$ cat src/rtl/fastch_pkg.sv
package fastch_pkg;
    localparam int NUM_CH   = 8;
    localparam int DATA_W   = 32;
    localparam int ADDR_W   = 8;
    localparam int STAT_LSB = 9;
    localparam int STRIDE   = 4;

    localparam logic [ADDR_W-1:0] CH_BASE  = 8'h8C;
    localparam logic [ADDR_W-1:0] EN_OFF   = 8'hC0;
    localparam logic [ADDR_W-1:0] CLR_OFF  = 8'hC4;
    localparam logic [ADDR_W-1:0] STAT_OFF = 8'hC8;

    typedef struct packed {
        logic [NUM_CH-1:0] ch;
        logic              en;
        logic              clr;
        logic              stat;
    } hit_t;

    typedef struct packed {
        logic [NUM_CH-1:0] stat;
        logic [NUM_CH-1:0] en;
    } flag_state_t;
endpackage

$ cat src/rtl/fastch_decode.sv
module fastch_decode
    import fastch_pkg::*;
(
    input  logic [ADDR_W-1:0] addr,
    output hit_t              hit
);
    logic [NUM_CH-1:0] ch_hit;

    for (genvar n = 0; n < NUM_CH; n++) begin : g_slot
        localparam logic [ADDR_W-1:0] SLOT_ADDR = ADDR_W'(int'(CH_BASE) + STRIDE * n);
        assign ch_hit[n] = (addr == SLOT_ADDR);
    end

    always_comb begin
        hit      = '0;
        hit.ch   = ch_hit;
        hit.en   = (addr == EN_OFF);
        hit.clr  = (addr == CLR_OFF);
        hit.stat = (addr == STAT_OFF);
    end
endmodule

$ cat src/rtl/fastch_store.sv
module fastch_store
    import fastch_pkg::*;
(
    input  logic                           clk,
    input  logic                           rst_n,
    input  logic [NUM_CH-1:0]              sel,
    input  logic [DATA_W-1:0]              wdata,
    output logic [NUM_CH-1:0][DATA_W-1:0]  words
);
    logic [NUM_CH-1:0][DATA_W-1:0] word_d, word_q;

    always_comb begin
        word_d = word_q;
        for (int n = 0; n < NUM_CH; n++) begin
            if (sel[n]) word_d[n] = wdata;
        end
    end

    always_ff @(posedge clk or negedge rst_n) begin
        if (!rst_n) word_q <= '0;
        else        word_q <= word_d;
    end

    assign words = word_q;
endmodule

$ cat src/rtl/fastch_flags.sv
module fastch_flags
    import fastch_pkg::*;
(
    input  logic              clk,
    input  logic              rst_n,
    input  logic [NUM_CH-1:0] set,
    input  logic              en_wr,
    input  logic              clr_wr,
    input  logic [NUM_CH-1:0] field,
    output logic [NUM_CH-1:0] stat,
    output logic [NUM_CH-1:0] en,
    output logic              irq
);
    flag_state_t state_d, state_q;

    always_comb begin
        state_d = state_q;
        if (clr_wr) state_d.stat = state_q.stat & ~field;
        state_d.stat = state_d.stat | set;
        if (en_wr)  state_d.en = field;
    end

    always_ff @(posedge clk or negedge rst_n) begin
        if (!rst_n) state_q <= '0;
        else        state_q <= state_d;
    end

    assign stat = state_q.stat;
    assign en   = state_q.en;
    assign irq  = |(state_q.stat & state_q.en);
endmodule

$ cat src/rtl/fastch_bank.sv
module fastch_bank
    import fastch_pkg::*;
(
    input  logic              clk,
    input  logic              rst_n,
    input  logic              wr_en,
    input  logic [ADDR_W-1:0] wr_addr,
    input  logic [DATA_W-1:0] wr_data,
    input  logic [ADDR_W-1:0] rd_addr,
    output logic [DATA_W-1:0] rd_data,
    output logic              irq_rx
);
    hit_t                          wr_hit, rd_hit;
    logic [NUM_CH-1:0]             slot_wr;
    logic [NUM_CH-1:0]             stat_bits, en_bits;
    logic [NUM_CH-1:0][DATA_W-1:0] ch_words;

    fastch_decode u_wr_dec (.addr(wr_addr), .hit(wr_hit));
    fastch_decode u_rd_dec (.addr(rd_addr), .hit(rd_hit));

    assign slot_wr = wr_hit.ch & {NUM_CH{wr_en}};

    fastch_store u_store (
        .clk   (clk),
        .rst_n (rst_n),
        .sel   (slot_wr),
        .wdata (wr_data),
        .words (ch_words)
    );

    fastch_flags u_flags (
        .clk    (clk),
        .rst_n  (rst_n),
        .set    (slot_wr),
        .en_wr  (wr_en & wr_hit.en),
        .clr_wr (wr_en & wr_hit.clr),
        .field  (wr_data[STAT_LSB +: NUM_CH]),
        .stat   (stat_bits),
        .en     (en_bits),
        .irq    (irq_rx)
    );

    always_comb begin
        rd_data = '0;
        if (rd_hit.stat) rd_data[STAT_LSB +: NUM_CH] = stat_bits;
        if (rd_hit.en)   rd_data[STAT_LSB +: NUM_CH] = en_bits;
        if (rd_hit.clr)  rd_data = '0;
        for (int n = 0; n < NUM_CH; n++) begin
            if (rd_hit.ch[n]) rd_data = ch_words[n];
        end
    end
endmodule

$ cat config.mk
export PLATFORM = sky130hd
export DESIGN_NAME = fastch_bank
export DESIGN_NICKNAME = d
export VERILOG_FILES = /design/src/rtl/fastch_pkg.sv /design/src/rtl/fastch_decode.sv /design/src/rtl/fastch_store.sv /design/src/rtl/fastch_flags.sv /design/src/rtl/fastch_bank.sv
export SDC_FILE = /design/constraint.sdc
export NUM_CORES = 1
export LEC_CHECK = 0
export BUFFER_PORTS_ARGS = -buffer_cell sky130_fd_sc_hd__buf_2
export CAP_MARGIN = 15
export CORE_AREA = 2 2 182 184
export DETAILED_ROUTE_END_ITERATION = 10
export DIE_AREA = 0 0 184 186
export HOLD_SLACK_MARGIN = 0.15
export SETUP_SLACK_MARGIN = 0.15
export SYNTH_ARGS = -nofsm -noshare
export SYNTH_HDL_FRONTEND = slang
export SYNTH_SLANG_ARGS = --single-unit
$ cat constraint.sdc
create_clock -name clk -period 1.6 [get_ports clk]
set_input_delay 0.08 -clock clk [delete_from_list [all_inputs] [get_ports clk]]
set_output_delay 0.08 -clock clk [all_outputs]
set_load 0.1 [all_outputs]
==> flow_summary.yaml <==
routing:
  drt-pass1-iter-count: 5
  drt-total-wl_mm: 36.9
  drt.antenna.violating_nets: 0
  vias: 9233
  drcViolationCount: 0
  avgRoutedWirePerCell_um: 23.1
  viasPerCell: 5.80
  drt-initial-drc-count: 634
timing:
  fin_crit_sh_pct: 153
  worst_pin_slew_ps: 672
  rsz0062_at_grt: "true"
  report.final.slew_viol_count: 0
  finalSetupViolations: 33
  final.setup_skew_ps: 0
  hold_violations: 0
  period_minus_slack_ps: 2450
  relSlewSlack_pct: 55.0
  setup_slack_ps: -845
  fmax_mhz: 409
worst_setup_path:
  cpPeakStageDelay_ps: 600
  slowest_stage: "mux4_4"
  worstSetupEndpointType: "primary output"
  critical_path.top_delay_family: "compound AO/OA/AOI/OAI gates"
  critPathKind: "flop to primary output"
  crit_arrival_ps: 2370
  reg2regPathDepth: 3
  reg2reg_setup_slack_ps: 590
  cp_num_cells: 5
  crit_buf_inv: 1
  critPathLaunchType: "flop"
  path_cells: "mux4_4 > a221oi_2 > a21oi_2 > a221o_2 > buf_12"
  worstPathRequired_ps: 1520
  path_max_fanout: 2
synthesis:
  synth_area_leaders: "dfrtp_1, mux2_2, a21oi_1"
  synth_area_per_cell_um2: 13.5
  synth-seq-cells: 272
  seq_area_frac_synth_pct: 53.2
  ys_warn_count: 0
  synth-async-reset-ratio_pct: 100
  ys.flop_type: "dfrtp_1"
  syn_area_mm2: 0.0128
  synth_top_area_share_pct: 53.2
  yosys.area.top_type: "dfrtp_1"
  synth_edf_count: 0
  yosys.cell_types.count: 62
  postSynthCellCount: 947
  syn_nets: 998
final_layout:
  final_layout_size_suffix_gt1_share_pct: 58.3
  area_growth_pct: 37.5
  nFillCells: 2633
  stdcell_count: 1593
  nets: 1213
  num_antenna_cells: 0
  final_cell_mix: "dfrtp_1, mux2_2, buf_4"
  layout_commonest_cell: "dfrtp_1"
placement:
  place_congestion: 0.824
  place_inst: 1477
  placement.setup.worst_slack_ps: -500
  dpl.hpwl_mm: 22.9
  numPortBuffers: 83
clocking:
  ctsRootBufferMaster: "clkbuf_16"
  clkSinkCount: 272
  cts_tree: "built"
  clock_latency_ps: 550
  h-tree-depth: 1
  clk_pin_slew_ps: 60
  numCtsBuffers: 30
  clk_path_buf_depth: 3
power_and_ir_drop:
  p_per_area_mw_per_mm2: 924
  fin_total_pwr_mw: 16.2
  peakVddDrop_uv: 779
  cellLeakagePower_nw: 8.39
global_routing:
  grt_pass1_vias: 9661
  grt_overflow_total: 0
  antenna_found_initial: 1
  grt_max_degree: 62
  grt_usage_pct: 21.3
  grt_first_pass_wirelength_mm: 56.4
min_path:
  holdPathStages: 4
  worstHoldPathType: "primary input to flop"
floorplan:
  start_util_pct: 39.7
  ios: 84
  core_mm2: 0.0322
  die_x_um: 184
  rows: 66
  die_area_mm2: 0.0342
  die_h_um: 186
status:
  status: "finished, violations left"
  violations: "setup timing"
job:
  maxCapViolCount: 0
==> through the flow <==
step | hold slack [ps] | setup TNS, ps | area (µm²) | util (%)
after floorplan | -216 | -9690 | 13100 | -
after global placement | -66.8 | -14860 | 15300 | 47.5
after detailed placement | -66.3 | -14660 | 15300 | 47.5
after CTS | 171 | -17300 | 17300 | 53.7
after global routing | 157 | -19080 | 17600 | 54.6
final | 127 | -16820 | 17600 | 54.6
==> registers in the layout, summed over array words and instances (netlist names) <==
register       count
u_store.words    256
u_flags.en         8
u_flags.stat       8
==> area by class of cell <==
class | instances | area (µm²) | share of cell area, %
Clock inverter | 13 | 195 | 1.11
Sequential cell | 272 | 6810 | 38.7
Tap cell | 408 | 510 | 2.90
Inverter | 2 | 7.51 | 0.0427
Multi-Input combinational cell | 591 | 6260 | 35.6
Clock buffer | 42 | 887 | 5.05
Timing Repair Buffer | 265 | 2910 | 16.6
==> worst register-to-register path: cells and delay by family, from the launching register on <==
family                 cells  cell delay, ps
multiplexers               1             250
buffers and inverters      2             270
flip-flops                 1             380
==> logic make-up after synthesis <==
group	count (synthesis)	synth area share, %
AO/OA/AOI/OAI	210	11.9
flip-flops	272	53.2
multiplexers	286	26.7
buffers and inverters	84	3.48
AND/OR/NAND/NOR	94	4.67
XOR/XNOR	1	0.0685
==> path summary, 6_finish.rpt <==
check | from | end
setup / recovery | u_store.words[38] | rd_data[6]
hold / removal | wr_addr[3] | u_flags.stat[3]
setup reg to reg | u_flags.en[0] | u_flags.en[0]
hold reg to reg | u_store.words[178] | u_store.words[178]
max in group asynchronous | rst_n | u_flags.stat[4]
min in group asynchronous | rst_n | u_store.words[236]
==> Yosys cell counts (12+ instances only) <==
cell type / number
a221oi_1: 14
o21ai_0: 29
a221o_1: 15
o221ai_1: 12
nand3_1: 17
nand2_1: 23
buf_2: 25
buf_1: 12
clkbuf_1: 24
o211ai_1: 13
mux2_2: 256
a22oi_1: 20
a21oi_1: 44
dfrtp_1: 272
==> timing repair <==
item / in CTS / in global routing
hold endpoints to repair: 544 / 0
setup buffers: 11 / 8
endpoints found under the setup margin: 33 / 166
pin swaps: 57 / 22
hold buffers: 40 / 0
gates resized for setup: 105 / 40
cloned: 1 / 4
==> report_power, final <==
group / total (mW) / internal (mW) / switching, mW / leakage, nW
clock: 7.46 / 4.64 / 2.81 / 0.531
combinational: 1.39 / 0.673 / 0.718 / 4.11
sequential: 7.40 / 7.21 / 0.185 / 3.75
==> routing by layer <==
metal	share of wire, %	track usage (%)	up-vias
met2	47	35.3	239
li1	-	-	4064
met4	2.0	4.83	2
met3	5.1	2.90	55
met1	46	29.9	4873
met5	0.035	0	-
No activity file was read; power rests on OpenSTA's default activity.
